## config.mk

```make
export PLATFORM = sky130hd
export DESIGN_NAME = fx_extract
export DESIGN_NICKNAME = d
export VERILOG_FILES = /design/src/rtl/fx_pkg.sv /design/src/rtl/fx_byte_buf.sv /design/src/rtl/fx_field_store.sv /design/src/rtl/fx_ctrl.sv /design/src/rtl/fx_extract.sv
export SDC_FILE = /design/constraint.sdc
export NUM_CORES = 1
export LEC_CHECK = 0
export ABC_CLOCK_PERIOD_IN_PS = 14650
export BUFFER_PORTS_ARGS = -buffer_cell sky130_fd_sc_hd__buf_2
export CAP_MARGIN = 20
export CORE_MARGIN = 8
export CORE_UTILIZATION = 60
export DETAILED_ROUTE_END_ITERATION = 6
export HOLD_SLACK_MARGIN = 0.05
export PLACE_DENSITY = 0.81
export SYNTH_ARGS = -nofsm -noshare
export SYNTH_HDL_FRONTEND = slang
export SYNTH_SLANG_ARGS = --single-unit
```

## constraint.sdc

```tcl
create_clock -name clk -period 14.65 [get_ports clk]
set_input_delay 1.465 -clock clk [delete_from_list [all_inputs] [get_ports clk]]
set_output_delay 1.465 -clock clk [all_outputs]
set_load 0.05 [all_outputs]
```

## src/rtl/fx_pkg.sv

```systemverilog
package fx_pkg;
    localparam int NTYPES      = 4;
    localparam int TYPEW       = 2;
    localparam int KW          = 4;
    localparam int FIELD_BYTES = 28;
    localparam int FIELD_W     = FIELD_BYTES * 8;

    typedef enum logic [1:0] {
        HT_ETH  = 2'd0,
        HT_VLAN = 2'd1,
        HT_IP4  = 2'd2,
        HT_L4   = 2'd3
    } hdr_e;

    typedef enum logic [1:0] {
        ST_WAIT,
        ST_COPY,
        ST_EMIT,
        ST_DRAIN
    } st_e;

    // number of bytes listed for a header type
    function automatic logic [4:0] fx_cnt(input logic [1:0] t);
        case (t)
            HT_ETH:  return 5'd8;
            HT_VLAN: return 5'd4;
            HT_IP4:  return 5'd12;
            default: return 5'd4;
        endcase
    endfunction

    // byte position of entry k, relative to the header start
    function automatic logic [4:0] fx_pos(input logic [1:0] t, input logic [KW-1:0] k);
        logic [4:0] kk;
        kk = {1'b0, k};
        case (t)
            HT_ETH:  return (kk < 5'd6) ? kk : kk + 5'd6;
            HT_IP4: begin
                case (kk)
                    5'd0:    return 5'd1;
                    5'd1:    return 5'd6;
                    5'd2:    return 5'd8;
                    5'd3:    return 5'd9;
                    default: return kk + 5'd8;
                endcase
            end
            default: return kk;
        endcase
    endfunction

    // first slot owned by a header type
    function automatic logic [4:0] fx_base(input logic [1:0] t);
        case (t)
            HT_ETH:  return 5'd0;
            HT_VLAN: return 5'd8;
            HT_IP4:  return 5'd12;
            default: return 5'd24;
        endcase
    endfunction

    // bytes after which the header's data may be released
    function automatic logic [4:0] fx_span(input logic [1:0] t);
        case (t)
            HT_ETH:  return 5'd14;
            HT_VLAN: return 5'd4;
            HT_IP4:  return 5'd20;
            default: return 5'd4;
        endcase
    endfunction
endpackage

```

## src/rtl/fx_byte_buf.sv

```systemverilog
module fx_byte_buf #(
    parameter int DEPTH = 32,
    parameter int AW    = $clog2(DEPTH)
) (
    input  logic          clk,
    input  logic          wr_en,
    input  logic [AW-1:0] wr_addr,
    input  logic [7:0]    wr_data,
    input  logic [AW-1:0] rd_addr,
    output logic [7:0]    rd_data
);
    logic [7:0] mem [DEPTH];

    always_ff @(posedge clk) begin
        if (wr_en) mem[wr_addr] <= wr_data;
    end

    assign rd_data = mem[rd_addr];
endmodule

```

## src/rtl/fx_field_store.sv

```systemverilog
module fx_field_store
    import fx_pkg::*;
#(
    parameter int NSLOT = FIELD_BYTES
) (
    input  logic               clk,
    input  logic               rst_n,
    input  logic               clr,
    input  logic               wr_en,
    input  logic [4:0]         wr_slot,
    input  logic [7:0]         wr_data,
    input  logic               set_en,
    input  logic [TYPEW-1:0]   set_type,
    output logic [NSLOT*8-1:0] fields,
    output logic [NTYPES-1:0]  present
);
    // one register with its own input mux per slot
    for (genvar g = 0; g < NSLOT; g++) begin : g_slot
        always_ff @(posedge clk or negedge rst_n) begin
            if (!rst_n)                                fields[8*g +: 8] <= '0;
            else if (clr)                              fields[8*g +: 8] <= '0;
            else if (wr_en && (wr_slot == 5'(g)))      fields[8*g +: 8] <= wr_data;
        end
    end

    always_ff @(posedge clk or negedge rst_n) begin
        if (!rst_n)      present <= '0;
        else if (clr)    present <= '0;
        else if (set_en) present[set_type] <= 1'b1;
    end
endmodule

```

## src/rtl/fx_ctrl.sv

```systemverilog
module fx_ctrl
    import fx_pkg::*;
#(
    parameter int DEPTH = 32,
    parameter int OFFW  = 8,
    parameter int CNTW  = OFFW + 1
) (
    input  logic             clk,
    input  logic             rst_n,
    input  logic             in_valid,
    input  logic             in_last,
    output logic             in_ready,
    input  logic             rec_valid,
    input  logic [TYPEW-1:0] rec_type,
    input  logic [OFFW-1:0]  rec_off,
    input  logic             rec_final,
    output logic             rec_ready,
    output logic             wr_en,
    output logic [CNTW-1:0]  wr_addr,
    output logic [CNTW-1:0]  rd_addr,
    output logic             copy_en,
    output logic [4:0]       slot,
    output logic             set_en,
    output logic [TYPEW-1:0] set_type,
    output logic             clr,
    output logic             out_valid
);
    st_e              state_q, state_d;
    logic [TYPEW-1:0] type_q;
    logic [CNTW-1:0]  off_q, base_q, wcnt_q, target;
    logic             final_q, eop_q, byte_here, last_k, room, byte_acc;
    logic [KW-1:0]    k_q;

    assign target    = off_q + CNTW'(fx_pos(type_q, k_q));
    assign byte_here = target < wcnt_q;
    assign last_k    = ({1'b0, k_q} + 5'd1) == fx_cnt(type_q);
    assign room      = (wcnt_q - base_q) < CNTW'(DEPTH);

    // next state and outputs
    always_comb begin
        state_d   = state_q;
        in_ready  = !eop_q && (room || state_q == ST_DRAIN);
        byte_acc  = in_valid && in_ready;
        rec_ready = state_q == ST_WAIT;
        copy_en   = state_q == ST_COPY && byte_here;
        set_en    = copy_en && last_k;
        clr       = state_q == ST_DRAIN && eop_q;
        out_valid = state_q == ST_EMIT;
        unique case (state_q)
            ST_WAIT:  if (rec_valid) state_d = ST_COPY;
            ST_COPY:  if (set_en)    state_d = final_q ? ST_EMIT : ST_WAIT;
            ST_EMIT:  state_d = ST_DRAIN;
            ST_DRAIN: if (eop_q)     state_d = ST_WAIT;
        endcase
    end

    assign wr_en    = byte_acc && state_q != ST_DRAIN;
    assign wr_addr  = wcnt_q;
    assign rd_addr  = target;
    assign slot     = fx_base(type_q) + {1'b0, k_q};
    assign set_type = type_q;

    // state register
    always_ff @(posedge clk or negedge rst_n) begin
        if (!rst_n) begin
            state_q <= ST_WAIT;
            type_q  <= '0;
            off_q   <= '0;
            final_q <= 1'b0;
            k_q     <= '0;
            base_q  <= '0;
            wcnt_q  <= '0;
            eop_q   <= 1'b0;
        end else begin
            state_q <= state_d;
            if (wr_en) wcnt_q <= wcnt_q + CNTW'(1);
            if (byte_acc && in_last) eop_q <= 1'b1;
            if (state_q == ST_WAIT && rec_valid) begin
                type_q  <= rec_type;
                off_q   <= CNTW'(rec_off);
                final_q <= rec_final;
                k_q     <= '0;
            end
            if (copy_en) begin
                k_q <= k_q + KW'(1);
                if (last_k) base_q <= off_q + CNTW'(fx_span(type_q));
            end
            if (clr) begin
                wcnt_q <= '0;
                base_q <= '0;
                eop_q  <= 1'b0;
            end
        end
    end
endmodule

```

## src/rtl/fx_extract.sv

```systemverilog
module fx_extract
    import fx_pkg::*;
#(
    parameter int BUF_DEPTH = 32,
    parameter int OFFW      = 8
) (
    input  logic               clk,
    input  logic               rst_n,
    input  logic               in_valid,
    output logic               in_ready,
    input  logic [7:0]         in_data,
    input  logic               in_last,
    input  logic               rec_valid,
    output logic               rec_ready,
    input  logic [TYPEW-1:0]   rec_type,
    input  logic [OFFW-1:0]    rec_off,
    input  logic               rec_final,
    output logic               out_valid,
    output logic [NTYPES-1:0]  out_present,
    output logic [FIELD_W-1:0] out_fields
);
    localparam int AW   = $clog2(BUF_DEPTH);
    localparam int CNTW = OFFW + 1;

    logic             wr_en, copy_en, set_en, clr;
    logic [CNTW-1:0]  wr_addr, rd_addr;
    logic [4:0]       slot;
    logic [TYPEW-1:0] set_type;
    logic [7:0]       rd_data;

    fx_ctrl #(.DEPTH(BUF_DEPTH), .OFFW(OFFW), .CNTW(CNTW)) u_ctrl (
        .clk(clk), .rst_n(rst_n),
        .in_valid(in_valid), .in_last(in_last), .in_ready(in_ready),
        .rec_valid(rec_valid), .rec_type(rec_type), .rec_off(rec_off),
        .rec_final(rec_final), .rec_ready(rec_ready),
        .wr_en(wr_en), .wr_addr(wr_addr), .rd_addr(rd_addr),
        .copy_en(copy_en), .slot(slot), .set_en(set_en), .set_type(set_type),
        .clr(clr), .out_valid(out_valid)
    );

    fx_byte_buf #(.DEPTH(BUF_DEPTH), .AW(AW)) u_buf (
        .clk(clk), .wr_en(wr_en), .wr_addr(wr_addr[AW-1:0]), .wr_data(in_data),
        .rd_addr(rd_addr[AW-1:0]), .rd_data(rd_data)
    );

    fx_field_store #(.NSLOT(FIELD_BYTES)) u_store (
        .clk(clk), .rst_n(rst_n), .clr(clr),
        .wr_en(copy_en), .wr_slot(slot), .wr_data(rd_data),
        .set_en(set_en), .set_type(set_type),
        .fields(out_fields), .present(out_present)
    );
endmodule

```

==> flow_metrics.py <==
metrics = {
    "run_status": {
        "status": "finished, final reports clean",
    },
    "routing": {
        "drtIter0Drc": 1619,
        "drc": 0,
        "vias": 14967,
        "drt_first_pass_iters": 5,
        "vias_per_cell": 6.40,
        "antenna_left": 0,
        "avgRoutedWirePerCell_um": 25.1,
        "routed_wl_mm": 58.8,
    },
    "timing": {
        "max-slew-margin-rel_pct": 22.8,
        "tns_ns": 0,
        "fmax_mhz": 163,
        "min_period_ns": 6.13,
        "rsz0062_at_grt": "no",
        "hold_viol": 0,
        "post-route-period-util_pct": 41.9,
        "worst_pin_slew_ns": 1.16,
        "finalSetupViolations": 0,
        "slew_viol_final": 0,
        "finalClockSkew_ns": 0.0373,
    },
    "logic_synthesis": {
        "synth_nets": 1645,
        "synth_fa_ha_area_share_pct": 2.10,
        "synth-xor-area-share_pct": 0.560,
        "synth_compound_area_share_pct": 17.9,
        "syn_area_per_cell_um2": 14.4,
        "synthCells": 1584,
        "synthMuxAreaShare_pct": 9.07,
        "synthTopCellsByArea": "edfxtp_1 (34%), dfrtp_1 (29%), mux4_2 (6.3%)",
        "synth_warnings": 0,
        "synth_simple_gate_area_share_pct": 3.80,
        "synth_top_family_by_area": "compound AO/OA/AOI/OAI gates",
        "synth_area_mm2": 0.0228,
        "synth.ff_latch_count": 520,
        "synth_edf_count": 256,
        "synth.top_cell.area_share_pct": 33.7,
        "synth_top_cell_by_area": "edfxtp_1",
        "synth.distinct_cells": 64,
        "synth_flop_cell": "dfrtp_1",
        "ys_seq_area_share_pct": 62.7,
        "async_flop_share_pct": 50.8,
    },
    "global_routing": {
        "track_usage_pct": 26.0,
        "use_met2_pct": 43.0,
        "use_met1_pct": 33.9,
        "grt_max_degree": 122,
        "met3_usage_pct": 4.69,
        "gr-max-usage-layer": "met2",
        "grt_pass1_vias": 14939,
        "grt_first_pass_wirelength_mm": 89.3,
        "grt_antenna_before_repair": 1,
        "overflow": 0,
    },
    "die": {
        "initial_core_util_pct": 60.7,
        "rows": 71,
        "die_h_um": 211,
        "core-area_mm2": 0.0376,
        "io_pins": 255,
        "die_w_um": 211,
        "die_area_mm2": 0.0445,
    },
    "clock_network": {
        "cts_tree": "yes",
        "cts_sinks": 520,
        "cts.path.max_buffers": 3,
        "postCtsHoldBufs": 0,
        "cts_root_buf": "clkbuf_16",
        "cts_setup_buffers": 0,
        "cts-resized-gates": 0,
        "path_clk_slew_ns": 0.06,
        "numCtsBuffers": 52,
        "clkLatencyLatePin_ns": 0.62,
        "h-tree-depth": 2,
    },
    "hold_path": {
        "hp-class": "register to register",
        "holdPathStages": 1,
        "holdPathEnd": "u_store.present[3]",
        "hp-start": "u_store.present[3]",
    },
    "final_layout": {
        "drive_gt1_share_pct": 31.4,
        "fillers": 2493,
        "syn_to_final_growth_pct": 13.5,
        "fin_cells": 2339,
        "nets": 1849,
    },
    "flow_run": {
        "maxCapViolations": 0,
    },
    "worst_setup_path": {
        "crit_chain": "inv_1 -> ha_1 -> nor4_1 -> nor3_1 -> a21oi_1 -> a41oi_1 -> ha_4 -> fa_2 -> buf_4 -> ha_1 -> a31oi_1 -> o21ai_4 -> buf_4 -> a2111oi_4 -> and2_0 -> a211oi_1",
        "r2r_slack_ns": 8.52,
        "critPathMaxStageDelay_ns": 0.92,
        "r2r.worst_path.cells": 16,
        "worstPathArrival_ns": 6.57,
        "cp_slowest_cell": "a2111oi_4",
        "r2r_end": "u_store.fields[95]",
        "reg2reg_from": "u_ctrl.k_q[1]",
        "startpoint_type": "register",
        "critPathKind": "register to register",
        "required_ns": 15.09,
        "cp-end-kind": "register",
        "path_max_fanout": 65,
    },
    "placed_design": {
        "gp_congestion": 0.909,
        "dp_hpwl_mm": 37.8,
        "io_buffers": 254,
        "dp_cells": 2245,
    },
}
[cells in the final DEF (no fill, tap or decap), drive strengths merged, types with 17 or more instances in the layout]
cell,instances
a211oi,144
mux2i,30
mux4,64
nand3,17
edfxtp,256
mux2,29
nand2,45
o21ai,104
buf,288
a21oi,238
nor2,45
ha,35
clkbuf,73
and2,23
inv,32
dfrtp,264
[cell usage after synthesis (17+ instances only)]
cell,n
buf_2,38
o21ai_0,102
a211oi_1,65
ha_1,35
and2_1,17
dfrtp_1,264
a21oi_1,237
nand2_1,45
mux2_2,29
a211oi_2,79
mux2i_1,30
clkbuf_1,56
edfxtp_1,256
buf_6,21
buf_4,18
nand3_1,17
mux4_2,64
inv_1,29
nor2_1,45
[flip-flops by register name, summed over array words and instances, names as in the netlist, named ones only]
signal,flops
u_buf.mem,256
u_store.fields,224
u_ctrl.base_q,9
u_ctrl.wr_addr,9
u_ctrl.off_q,8
u_ctrl.k_q,4
u_store.present,4
u_ctrl.set_type,2
u_ctrl.eop_q,1
u_ctrl.final_q,1
u_ctrl.state_q,1
[final cells by class]
| type | instances | area, um2 | share of cell area, % |
|---|---|---|---|
| antenna | 1 | 2.50 | 0.00966 |
| clock buffer | 73 | 1450 | 5.60 |
| clock inverter | 20 | 188 | 0.725 |
| inverter | 29 | 109 | 0.420 |
| multi-input combinational | 897 | 7670 | 29.6 |
| sequential | 520 | 14300 | 55.2 |
| tap | 511 | 639 | 2.47 |
| timing repair buffer | 288 | 1540 | 5.93 |
[metal layers]
| metal | wire, um | up-vias |
|---|---|---|
| li1 | - | 6502 |
| met1 | 23200 | 7593 |
| met2 | 28800 | 742 |
| met3 | 4720 | 128 |
| met4 | 2070 | 2 |
| met5 | 16 | - |
[per-stage QoR]
stage	utilization [%]	area (um2)	hold slack (ns)	setup slack [ns]
after floorplan	-	22800	0.480	10.03
after global placement	64.5	24300	0.479	8.85
after detailed placement	64.5	24300	0.491	8.59
after CTS	68.9	25900	0.507	8.59
after global routing	68.9	25900	0.532	8.19
final	68.9	25900	0.513	8.52
[cell families after synthesis]
family	count (synthesis)
xor gates and xnor gates	12
muxes	123
adders and majority gates	37
buffers and inverters	167
and+or+nand+nor	175
DFF	520
AOI/OAI and AO/OA	550
[worst max-delay path, delay by kind of cell (launching register included)]
kind | cells | cell delay [ns]
fa+ha+maj | 4 | 1.38
simple gates | 3 | 1.20
buf+inv | 3 | 1.13
flops | 1 | 0.50
compound gates | 6 | 1.69
[worst max path at each step]
stage / startpoint / end / cells past startpoint
after floorplan: u_ctrl.k_q[1] / u_store.fields[112] / 19
after global placement: u_ctrl.k_q[1] / u_store.fields[95] / 16
after detailed placement: u_ctrl.k_q[1] / u_store.fields[95] / 16
after CTS: u_ctrl.k_q[1] / u_store.fields[101] / 16
after global routing: u_ctrl.k_q[1] / u_store.fields[95] / 16
final: u_ctrl.k_q[1] / u_store.fields[95] / 16
Power is not shown: default switching activity piles up to over one toggle a cycle in this logic, so the estimate is an artifact.
